**src/rtl/rx_pkg.sv**
```systemverilog
// Shared encodings for the serial frame decoder.
// Assumes codes are stable: the event type values are decoded by consumers.
package rx_pkg;

    typedef enum logic [2:0] {
        EV_START     = 3'd0,
        EV_DATA      = 3'd1,
        EV_PARITY    = 3'd2,
        EV_STOP      = 3'd3,
        EV_BAD_START = 3'd4,
        EV_BAD_STOP  = 3'd5,
        EV_PAR_ERR   = 3'd6
    } ev_kind_e;

    typedef enum logic [2:0] {
        PAR_NONE  = 3'd0,
        PAR_ODD   = 3'd1,
        PAR_EVEN  = 3'd2,
        PAR_MARK  = 3'd3,
        PAR_SPACE = 3'd4
    } par_mode_e;

    typedef enum logic [1:0] {
        STOP_ONE      = 2'd0,
        STOP_TWO      = 2'd1,
        STOP_ONE_HALF = 2'd2,
        STOP_HALF     = 2'd3
    } stop_len_e;

    typedef enum logic [2:0] {
        S_IDLE  = 3'd0,
        S_START = 3'd1,
        S_DATA  = 3'd2,
        S_PAR   = 3'd3,
        S_STOP  = 3'd4
    } rx_state_e;

    localparam int WORD_W  = 9;
    localparam int MIN_W   = 5;

endpackage

```
**src/rtl/rx_line_cond.sv**
```systemverilog
// Line conditioner: synchronises the raw serial input through SYNC_STAGES
// flops, applies whole-line inversion, and flags a high-to-low transition
// of the normalised line. Assumes invert_i only changes while the decoder idles.
module rx_line_cond #(
    parameter int SYNC_STAGES = 2
) (
    input  logic clk,
    input  logic rst_n,
    input  logic line_i,
    input  logic invert_i,
    output logic ln_o,
    output logic fall_o
);

    logic [SYNC_STAGES-1:0] sync_q;
    logic                   prev_q;

    // Synchroniser chain; resets to the raw idle level.
    generate
        if (SYNC_STAGES == 1) begin : g_one
            always_ff @(posedge clk) begin
                if (!rst_n) sync_q <= '1;
                else        sync_q <= line_i;
            end
        end else begin : g_many
            always_ff @(posedge clk) begin
                if (!rst_n) sync_q <= '1;
                else        sync_q <= {sync_q[SYNC_STAGES-2:0], line_i};
            end
        end
    endgenerate

    assign ln_o = sync_q[SYNC_STAGES-1] ^ invert_i;

    // Previous normalised level; resets low so no edge fires before idle is seen.
    always_ff @(posedge clk) begin
        if (!rst_n) prev_q <= 1'b0;
        else        prev_q <= ln_o;
    end

    assign fall_o = prev_q & ~ln_o;

endmodule

```
**src/rtl/rx_bit_timer.sv**
```systemverilog
// Bit timer: a down counter reloaded by the frame controller; tick marks the
// end of each loaded interval. Assumes reload_val_i is at least 1.
module rx_bit_timer #(
    parameter int CNT_W = 17
) (
    input  logic             clk,
    input  logic             rst_n,
    input  logic             reload_i,
    input  logic [CNT_W-1:0] reload_val_i,
    input  logic             halt_i,
    output logic             tick_o
);

    logic [CNT_W-1:0] cnt_q;
    logic             run_q;

    // Count down the loaded interval while running.
    always_ff @(posedge clk) begin
        if (!rst_n) begin
            cnt_q <= '0;
            run_q <= 1'b0;
        end else if (reload_i) begin
            cnt_q <= reload_val_i - 1'b1;
            run_q <= 1'b1;
        end else if (halt_i) begin
            run_q <= 1'b0;
        end else if (run_q && cnt_q != '0) begin
            cnt_q <= cnt_q - 1'b1;
        end
    end

    assign tick_o = run_q && (cnt_q == '0);

    // every interval handed to the timer is non-empty
    p_reload_nonzero_r7: assert property (@(posedge clk) disable iff (!rst_n)
        reload_i |-> reload_val_i != '0);

endmodule

```
**src/rtl/rx_frame_ctl.sv**
```systemverilog
// Frame controller: captures the configuration at the arming edge, walks
// start/data/parity/stop, and emits one registered event per frame element.
// Assumes the divisor is at least 4 so a parity-error event never meets a tick.
module rx_frame_ctl
    import rx_pkg::*;
#(
    parameter int DIV_W = 16
) (
    input  logic             clk,
    input  logic             rst_n,
    input  logic             ln_i,
    input  logic             fall_i,
    input  logic             tick_i,
    input  logic [DIV_W-1:0] div_i,
    input  logic [3:0]       width_i,
    input  logic [2:0]       parity_i,
    input  logic [1:0]       stop_i,
    input  logic             msb_first_i,
    input  logic             inv_line_i,
    input  logic             inv_data_i,
    output logic             inv_line_act_o,
    output logic             reload_o,
    output logic [DIV_W:0]   reload_val_o,
    output logic             halt_o,
    output logic             ev_valid_o,
    output logic [2:0]       ev_type_o,
    output logic [8:0]       ev_data_o
);

    rx_state_e         st_q, st_n;
    logic [DIV_W-1:0]  div_q;
    logic [3:0]        wid_q;
    par_mode_e         par_q;
    stop_len_e         stp_q;
    logic              msb_q, invl_q, invd_q;
    logic [3:0]        idx_q, idx_n;
    logic [WORD_W-1:0] word_q, word_n;
    logic              stop2_q, stop2_n;
    logic              perr_q, perr_n;
    logic [1:0]        perr_d_q, perr_d_n;
    logic              ev_v_n;
    ev_kind_e          ev_t_n;
    logic [8:0]        ev_d_n;

    logic [3:0]        wid_in;
    logic [DIV_W:0]    full_iv, qtr_iv, stop_iv;
    logic              dbit, exp_par;
    logic [3:0]        pos;

    // Clamp the requested width to the legal range.
    always_comb begin
        if (width_i < 4'(MIN_W))       wid_in = 4'(MIN_W);
        else if (width_i > 4'(WORD_W)) wid_in = 4'(WORD_W);
        else                           wid_in = width_i;
    end

    assign inv_line_act_o = (st_q == S_IDLE) ? inv_line_i : invl_q;
    assign dbit           = ln_i ^ invd_q;
    assign pos            = msb_q ? (wid_q - 4'd1 - idx_q) : idx_q;

    // Interval to the first stop sample, scaled by the stop length.
    always_comb begin
        full_iv = {1'b0, div_q};
        qtr_iv  = {3'b000, div_q[DIV_W-1:2]};
        case (stp_q)
            STOP_ONE_HALF: stop_iv = full_iv + qtr_iv;
            STOP_HALF:     stop_iv = full_iv - qtr_iv;
            default:       stop_iv = full_iv;
        endcase
    end

    // Expected parity bit from the received word.
    always_comb begin
        case (par_q)
            PAR_ODD:  exp_par = ~(^word_q);
            PAR_EVEN: exp_par = ^word_q;
            PAR_MARK: exp_par = 1'b1;
            default:  exp_par = 1'b0;
        endcase
    end

    // Next-state, timer control and event selection.
    always_comb begin
        st_n         = st_q;
        idx_n        = idx_q;
        word_n       = word_q;
        stop2_n      = stop2_q;
        perr_n       = perr_q;
        perr_d_n     = perr_d_q;
        reload_o     = 1'b0;
        reload_val_o = full_iv;
        halt_o       = 1'b0;
        ev_v_n       = 1'b0;
        ev_t_n       = EV_START;
        ev_d_n       = '0;
        case (st_q)
            S_IDLE: if (fall_i) begin
                reload_o     = 1'b1;
                reload_val_o = {2'b00, div_i[DIV_W-1:1]};
                st_n         = S_START;
            end
            S_START: if (tick_i) begin
                ev_v_n = 1'b1;
                if (!ln_i) begin
                    ev_t_n   = EV_START;
                    reload_o = 1'b1;
                    idx_n    = '0;
                    word_n   = '0;
                    stop2_n  = 1'b0;
                    st_n     = S_DATA;
                end else begin
                    ev_t_n = EV_BAD_START;
                    ev_d_n = 9'd1;
                    halt_o = 1'b1;
                    st_n   = S_IDLE;
                end
            end
            S_DATA: if (tick_i) begin
                word_n[pos] = dbit;
                reload_o    = 1'b1;
                if (idx_q == wid_q - 4'd1) begin
                    ev_v_n = 1'b1;
                    ev_t_n = EV_DATA;
                    ev_d_n = word_n;
                    if (par_q == PAR_NONE) begin
                        reload_val_o = stop_iv;
                        st_n         = S_STOP;
                    end else begin
                        st_n = S_PAR;
                    end
                end else begin
                    idx_n = idx_q + 4'd1;
                end
            end
            S_PAR: if (tick_i) begin
                ev_v_n       = 1'b1;
                ev_t_n       = EV_PARITY;
                ev_d_n       = {8'd0, dbit};
                perr_n       = (dbit != exp_par);
                perr_d_n     = {exp_par, dbit};
                reload_o     = 1'b1;
                reload_val_o = stop_iv;
                st_n         = S_STOP;
            end
            S_STOP: begin
                if (perr_q) begin
                    ev_v_n = 1'b1;
                    ev_t_n = EV_PAR_ERR;
                    ev_d_n = {7'd0, perr_d_q};
                    perr_n = 1'b0;
                end else if (tick_i) begin
                    ev_v_n = 1'b1;
                    if (ln_i) begin
                        ev_t_n = EV_STOP;
                        ev_d_n = 9'd1;
                        if (stp_q == STOP_TWO && !stop2_q) begin
                            stop2_n  = 1'b1;
                            reload_o = 1'b1;
                        end else begin
                            halt_o = 1'b1;
                            st_n   = S_IDLE;
                        end
                    end else begin
                        ev_t_n = EV_BAD_STOP;
                        halt_o = 1'b1;
                        st_n   = S_IDLE;
                    end
                end
            end
            default: begin
                halt_o = 1'b1;
                st_n   = S_IDLE;
            end
        endcase
    end

    // State, frame registers and event output registers.
    always_ff @(posedge clk) begin
        if (!rst_n) begin
            st_q       <= S_IDLE;
            idx_q      <= '0;
            word_q     <= '0;
            stop2_q    <= 1'b0;
            perr_q     <= 1'b0;
            perr_d_q   <= '0;
            ev_valid_o <= 1'b0;
            ev_type_o  <= '0;
            ev_data_o  <= '0;
        end else begin
            st_q       <= st_n;
            idx_q      <= idx_n;
            word_q     <= word_n;
            stop2_q    <= stop2_n;
            perr_q     <= perr_n;
            perr_d_q   <= perr_d_n;
            ev_valid_o <= ev_v_n;
            ev_type_o  <= ev_t_n;
            ev_data_o  <= ev_d_n;
        end
    end

    // Configuration capture at the arming edge only.
    always_ff @(posedge clk) begin
        if (!rst_n) begin
            div_q  <= '0;
            wid_q  <= 4'(MIN_W);
            par_q  <= PAR_NONE;
            stp_q  <= STOP_ONE;
            msb_q  <= 1'b0;
            invl_q <= 1'b0;
            invd_q <= 1'b0;
        end else if (st_q == S_IDLE && fall_i) begin
            div_q  <= div_i;
            wid_q  <= wid_in;
            par_q  <= par_mode_e'(parity_i);
            stp_q  <= stop_len_e'(stop_i);
            msb_q  <= msb_first_i;
            invl_q <= inv_line_i;
            invd_q <= inv_data_i;
        end
    end

    // the bit timer never fires while idle
    p_idle_quiet_r1: assert property (@(posedge clk) disable iff (!rst_n)
        st_q == S_IDLE |-> !tick_i);

    // a data event never carries bits above the captured width
    p_data_fits_r3: assert property (@(posedge clk) disable iff (!rst_n)
        (ev_valid_o && ev_type_o == EV_DATA) |-> ((ev_data_o >> wid_q) == '0));

    // a parity-error event directly follows a parity event
    p_perr_follows_r6: assert property (@(posedge clk) disable iff (!rst_n)
        (ev_valid_o && ev_type_o == EV_PAR_ERR) |->
            $past(ev_valid_o && ev_type_o == EV_PARITY));

    // captured configuration holds while a frame is in progress
    p_cfg_hold_r11: assert property (@(posedge clk) disable iff (!rst_n)
        (st_q != S_IDLE && $past(st_q) != S_IDLE) |->
            ($stable(wid_q) && $stable(par_q) && $stable(msb_q) && $stable(div_q)));

    // event types stay in the legal range
    p_type_legal_r12: assert property (@(posedge clk) disable iff (!rst_n)
        ev_valid_o |-> ev_type_o != 3'd7);

    // a start event is a single-cycle pulse
    p_start_pulse_r12: assert property (@(posedge clk) disable iff (!rst_n)
        (ev_valid_o && ev_type_o == EV_START) |=> !ev_valid_o);

endmodule

```
**src/rtl/serial_frame_rx.sv**
```systemverilog
// Configurable asynchronous serial frame decoder top level: joins the line
// conditioner, the bit timer and the frame controller. Assumes div_i >= 4.
module serial_frame_rx #(
    parameter int DIV_W       = 16,
    parameter int SYNC_STAGES = 2
) (
    input  logic             clk,
    input  logic             rst_n,
    input  logic             line_i,
    input  logic [DIV_W-1:0] div_i,
    input  logic [3:0]       width_i,
    input  logic [2:0]       parity_i,
    input  logic [1:0]       stop_i,
    input  logic             msb_first_i,
    input  logic             inv_line_i,
    input  logic             inv_data_i,
    output logic             ev_valid_o,
    output logic [2:0]       ev_type_o,
    output logic [8:0]       ev_data_o
);

    localparam int CNT_W = DIV_W + 1;

    logic             ln, fall, tick, inv_act, reload, halt;
    logic [CNT_W-1:0] reload_val;

    rx_line_cond #(.SYNC_STAGES(SYNC_STAGES)) line_i0 (
        .clk      (clk),
        .rst_n    (rst_n),
        .line_i   (line_i),
        .invert_i (inv_act),
        .ln_o     (ln),
        .fall_o   (fall)
    );

    rx_bit_timer #(.CNT_W(CNT_W)) timer_i0 (
        .clk          (clk),
        .rst_n        (rst_n),
        .reload_i     (reload),
        .reload_val_i (reload_val),
        .halt_i       (halt),
        .tick_o       (tick)
    );

    rx_frame_ctl #(.DIV_W(DIV_W)) ctl_i0 (
        .clk            (clk),
        .rst_n          (rst_n),
        .ln_i           (ln),
        .fall_i         (fall),
        .tick_i         (tick),
        .div_i          (div_i),
        .width_i        (width_i),
        .parity_i       (parity_i),
        .stop_i         (stop_i),
        .msb_first_i    (msb_first_i),
        .inv_line_i     (inv_line_i),
        .inv_data_i     (inv_data_i),
        .inv_line_act_o (inv_act),
        .reload_o       (reload),
        .reload_val_o   (reload_val),
        .halt_o         (halt),
        .ev_valid_o     (ev_valid_o),
        .ev_type_o      (ev_type_o),
        .ev_data_o      (ev_data_o)
    );

endmodule

```
**config.mk**
```make
export PLATFORM = sky130hd
export DESIGN_NAME = serial_frame_rx
export DESIGN_NICKNAME = d
export VERILOG_FILES = /design/src/rtl/rx_pkg.sv /design/src/rtl/rx_line_cond.sv /design/src/rtl/rx_bit_timer.sv /design/src/rtl/rx_frame_ctl.sv /design/src/rtl/serial_frame_rx.sv
export SDC_FILE = /design/constraint.sdc
export NUM_CORES = 1
export LEC_CHECK = 0
export BUFFER_PORTS_ARGS = -buffer_cell sky130_fd_sc_hd__clkbuf_2
export CAP_MARGIN = 15
export CORE_AREA = 2 2 130 132
export DETAILED_ROUTE_END_ITERATION = 8
export DIE_AREA = 0 0 132 134
export SLEW_MARGIN = 20
export SYNTH_ARGS = -nofsm -noshare
export SYNTH_HDL_FRONTEND = slang
export SYNTH_HIERARCHICAL = 1
export SYNTH_SLANG_ARGS = --single-unit
export TNS_END_PERCENT = 1
```
**constraint.sdc**
```tcl
create_clock -name clk -period 14.3 [get_ports clk]
set_clock_uncertainty 0.1 [all_clocks]
set_input_delay 1.43 -clock clk [delete_from_list [all_inputs] [get_ports clk]]
set_output_delay 1.43 -clock clk [all_outputs]
set_load 0.005 [all_outputs]
```
==> flow_results.org <==
** Outcome
- The run finished with clean final reports.

** Worst setup path
- On the worst path, the slowest cell contributes a delay of roughly 570 ps.
- On the critical path, the stage with the largest delay is an instance of sky130_fd_sc_hd__xor2_1.
- The worst setup path is launched from a primary input.
- Classification of the worst setup path :: in -> reg
- Critical Path Fanout Max :: 34
- At the worst endpoint, the required time is approximately 14000 ps.
- Worst Setup End Kind :: register
- At the worst endpoint, the arrival time is approximately 5800 ps.
- The critical path goes through clkbuf_2 > mux2_2 > xor2_1 > nand4bb_1 > o31ai_1 > o21ai_0 > nand2_1 > buf_4 > mux2i_1 > ha_1 > or4b_1 > o41ai_2 > nand2_2 > or4_1 > a31oi_1 > a21boi_2.

** Global routing
- Antenna violations before repair :: 0
- Global routing consumed, over all layers together, between 10% and 20% of the routing resources.
- Vias in the first global route :: roughly 4.9k
- First-pass GRT wire length :: about 25000 um
- Pin count of the biggest net entering global routing :: 38
- The total overflow left after global routing is 0.

** Clock tree
- Reg clk slew, reported paths :: roughly 60 ps
- Total clock sinks :: a little over 80
- CTS-repair resized insts :: 0
- The longest clock path from root to sink contains 2 buffers.
- Number of levels in the clock H-tree :: 3
- TritonCTS built the clock tree.
- Clock Latency Late Sink :: 350 ps
- Clock root buffer master :: sky130_fd_sc_hd__clkbuf_16
- Postcts setup bufs :: 0
- Hold_buf cts :: 0
- Num CTS Buffers :: 9

** Route
- Summing over every cut layer, the via total after detailed routing is ~5.2k.
- First-iteration detailed-routing DRC count :: between 200 and 300
- The first TritonRoute pass finished after 4 iterations.
- Residual antenna-violating net count after detailed routing :: 0
- Routed WL :: about 15000 um
- Ratio of routed vias to standard cells :: roughly 5.3
- Dividing the detail-routed wire length by the instance count gives roughly 15 um.
- After detailed routing, the number of remaining DRC violations is 0.

** Worst hold path
- The min-delay analysis places its worst path in the category reg -> reg.

** Timing
- Max Clock Freq :: approximately 180 MHz
- In this run the tightest slew margin relative to its limit is between 40 and 50%.
- Hold violation count in the final report :: 0
- Final count of negative-setup-slack endpoints :: 0
- For the final routed database, the setup TNS stands at 0 ps.
- Across all setup checks in the final design, the least slack found is slightly below 9000 ps.
- The number of pins exceeding their max-slew limit in the final report is 0.
- Transition at the pin with the smallest max-transition slack :: a little over 800 ps
- The final critical path takes up 39.3% of the cycle.
- Unrepaired setup endpoints after global routing :: no
- Final hold analysis gives a worst-case slack of ~320 ps.
- Post-layout min period :: roughly 5600 ps

** Final layout
- After filler insertion, the fill cell instance count of the layout stands at roughly 1.7k.
- The net count of the finished layout is 819.
- Proportion of layout cells with a drive suffix above 1 :: a little over a tenth
- Antenna Cells :: 0
- Compared with the post-synthesis result, the final layout area differs by 13.0%.

** Floorplan
- For this configuration, the core starts out at a cell density of 34.1%.
- The floorplan step defined a die boundary enclosing approximately 18000 sq um.
- Pin placement for this block handled between 40 and 50 I/O pins.
- Die Y :: about 130 um
- The core region is 16300 sq um.
- The die is 132 um wide.
- After floorplanning, the core was divided into 47 placement rows.

** Synth
- In this run, distinct cell masters in the synthesized netlist total 68.
- Cells after synthesis :: around 740
- After synthesis, the share of flip-flops with an asynchronous set or reset is 0%.
- Counting flops and latches in the post-synthesis netlist gives between 80 and 90.
- For this run, the leading register cell type out of synthesis is sky130_fd_sc_hd__dfxtp_1.
- Net count of the mapped netlist :: 791
- After synthesis, flip-flops and latches occupy 29.5% of the total area.
- A synthesized cell averages 7.57 sq um.
- Netlist Area Pre-Place :: ~5600 sq um
- The Yosys step of the flow raised 6 warnings.
- Number of flops mapped to enable cells by yosys :: 0

** Placement
- The wire-length estimate of the detail-placed layout is ~11000 um.
- Quantity of I/O buffers inserted on ports :: 43
- Placer congestion estimate :: approximately 0.83
- Worst slack at placement :: 8150 ps

** Pwr
- Power density cells :: roughly 130 nW/um^2
- Largest vdd supply drop :: about 0.000082 V
- The analysis attributes to cell leakage a power of 2.32 nW.

** Job
- Maxcap violations :: 0
-- final cells by class --
class                   instances  area [sq um]  share of cell area (%)
well taps                     220           275                    4.38
multi-input cells             590          3690                    58.7
flip-flops and latches         82          1640                    26.1
clock buffers                  11           243                    3.86
repair buffers                 48           253                    4.02
clock inverters                 3          65.1                    1.04
inverters                      32           120                    1.91
-- cell usage after synthesis (6+ instances only) --
master                     instances  area share (%)
sky130_fd_sc_hd__o21a_1           11             1.5
sky130_fd_sc_hd__a211oi_1          8             1.1
sky130_fd_sc_hd__mux2i_1          11             2.0
sky130_fd_sc_hd__dfxtp_1          82              30
sky130_fd_sc_hd__o21ai_0          27             2.4
sky130_fd_sc_hd__a31oi_1           7            0.79
sky130_fd_sc_hd__nor3b_1           6            0.81
sky130_fd_sc_hd__nor2b_1           8            0.90
sky130_fd_sc_hd__clkbuf_1         24             1.6
sky130_fd_sc_hd__nor2_1           65             4.4
sky130_fd_sc_hd__a21oi_1          58             5.2
sky130_fd_sc_hd__nand3_1          20             1.8
sky130_fd_sc_hd__ha_1             23             5.2
sky130_fd_sc_hd__o211ai_1         17             2.3
sky130_fd_sc_hd__o221ai_1          6            0.94
sky130_fd_sc_hd__nand2_1         125             8.4
sky130_fd_sc_hd__inv_1            31             2.1
sky130_fd_sc_hd__xnor2_1          36             5.7
sky130_fd_sc_hd__xor2_1           21             3.3
sky130_fd_sc_hd__nor3_1           38             3.4
sky130_fd_sc_hd__nor4_1           10             1.1
-- sequential cells by signal (all words and copies together) (netlist names), 3 cells and up --
register          flops
ctl_i0/word_q         9
ctl_i0/idx_q          4
ctl_i0/ev_data_o      9
ctl_i0/par_q          3
timer_i0/cnt_q       17
ctl_i0/wid_q          4
ctl_i0/st_q           3
ctl_i0/ev_type_o      3
ctl_i0/div_q         16
-- report_power, final --
part	total [W]	internal (W)	switching [W]
Combinational	0.000299	0.000122	0.000177
Sequential	0.000262	0.000243	0.0000192
Clock	0.000247	0.000155	0.0000912
-- metrics by stage --
stage	utilization (%)	instances	cell area [sq um]	total power, W
final	38.6	986	6280	0.000808
after global placement	36.7	972	5970	0.000561
after global routing	38.6	986	6280	0.000864
after CTS	38.6	986	6280	0.000814
after floorplan	-	735	5560	0.000501
after detailed placement	36.7	972	5970	0.000562
-- per-layer routing --
layer | wire length [um] | up-vias | track usage (%)
li1 | - | 2661 | -
met1 | 6740 | 2411 | 21.3
met2 | 7360 | 91 | 30.6
met3 | 532 | 25 | 3.67
met4 | 295 | 0 | 5.50
met5 | 0 | - | 0
-- worst paths after layout --
path	from	end	slack, ps	cells past startpoint
setup / recovery	inv_line_i	timer_i0/cnt_q[16]$_SDFFE_PN0P_	8680	16
hold / removal	line_i0/sync_q[0]$_SDFF_PN1_	line_i0/sync_q[1]$_SDFF_PN1_	320	1
setup reg to reg	ctl_i0/st_q[1]$_SDFFE_PN0P_	timer_i0/cnt_q[16]$_SDFFE_PN0P_	8820	18
hold reg to reg	line_i0/sync_q[0]$_SDFF_PN1_	line_i0/sync_q[1]$_SDFF_PN1_	320	1
-- critical path: cells and delay by family --
kind                     cells  cell delay [ps]
AND/OR/NAND/NOR              5             1620
adder cells (fa/ha/maj)      1              240
buffers and inverters        2              430
multiplexers                 2              550
XOR/XNOR                     1              570
AO/OA/AOI/OAI                5              930
-- placed cells by master, fill, tap and decap left out, types with 5 or more instances in the layout --
cell	count
sky130_fd_sc_hd__o21a_1	11
sky130_fd_sc_hd__xnor2_1	36
sky130_fd_sc_hd__nand2b_1	5
sky130_fd_sc_hd__nor3_1	38
sky130_fd_sc_hd__inv_1	31
sky130_fd_sc_hd__a21oi_1	58
sky130_fd_sc_hd__a31oi_1	7
sky130_fd_sc_hd__nand3_1	20
sky130_fd_sc_hd__o211ai_1	17
sky130_fd_sc_hd__o22ai_1	5
sky130_fd_sc_hd__or3_1	5
sky130_fd_sc_hd__nand2_1	124
sky130_fd_sc_hd__o31ai_1	5
sky130_fd_sc_hd__ha_1	23
sky130_fd_sc_hd__o221ai_1	6
sky130_fd_sc_hd__clkbuf_16	9
sky130_fd_sc_hd__nor2b_1	8
sky130_fd_sc_hd__and2_1	5
sky130_fd_sc_hd__a21o_1	5
sky130_fd_sc_hd__buf_4	5
sky130_fd_sc_hd__dfxtp_1	82
sky130_fd_sc_hd__a211oi_1	8
sky130_fd_sc_hd__mux2i_1	11
sky130_fd_sc_hd__nor3b_1	6
sky130_fd_sc_hd__nor4_1	10
sky130_fd_sc_hd__clkbuf_2	43
sky130_fd_sc_hd__o21ai_0	27
sky130_fd_sc_hd__nor2_1	64
sky130_fd_sc_hd__xor2_1	21
-- logic make-up after synthesis --
| kind of cell | share of synthesized area, % |
|---|---|
| adders and majority gates | 5.89 |
| xor gates and xnor gates | 9.38 |
| and+or+nand+nor | 25.5 |
| muxes | 2.79 |
| DFF | 29.5 |
| buffers and inverters | 4.41 |
| AOI/OAI and AO/OA | 22.5 |
Note: power is estimated with default switching activity, not from simulation.
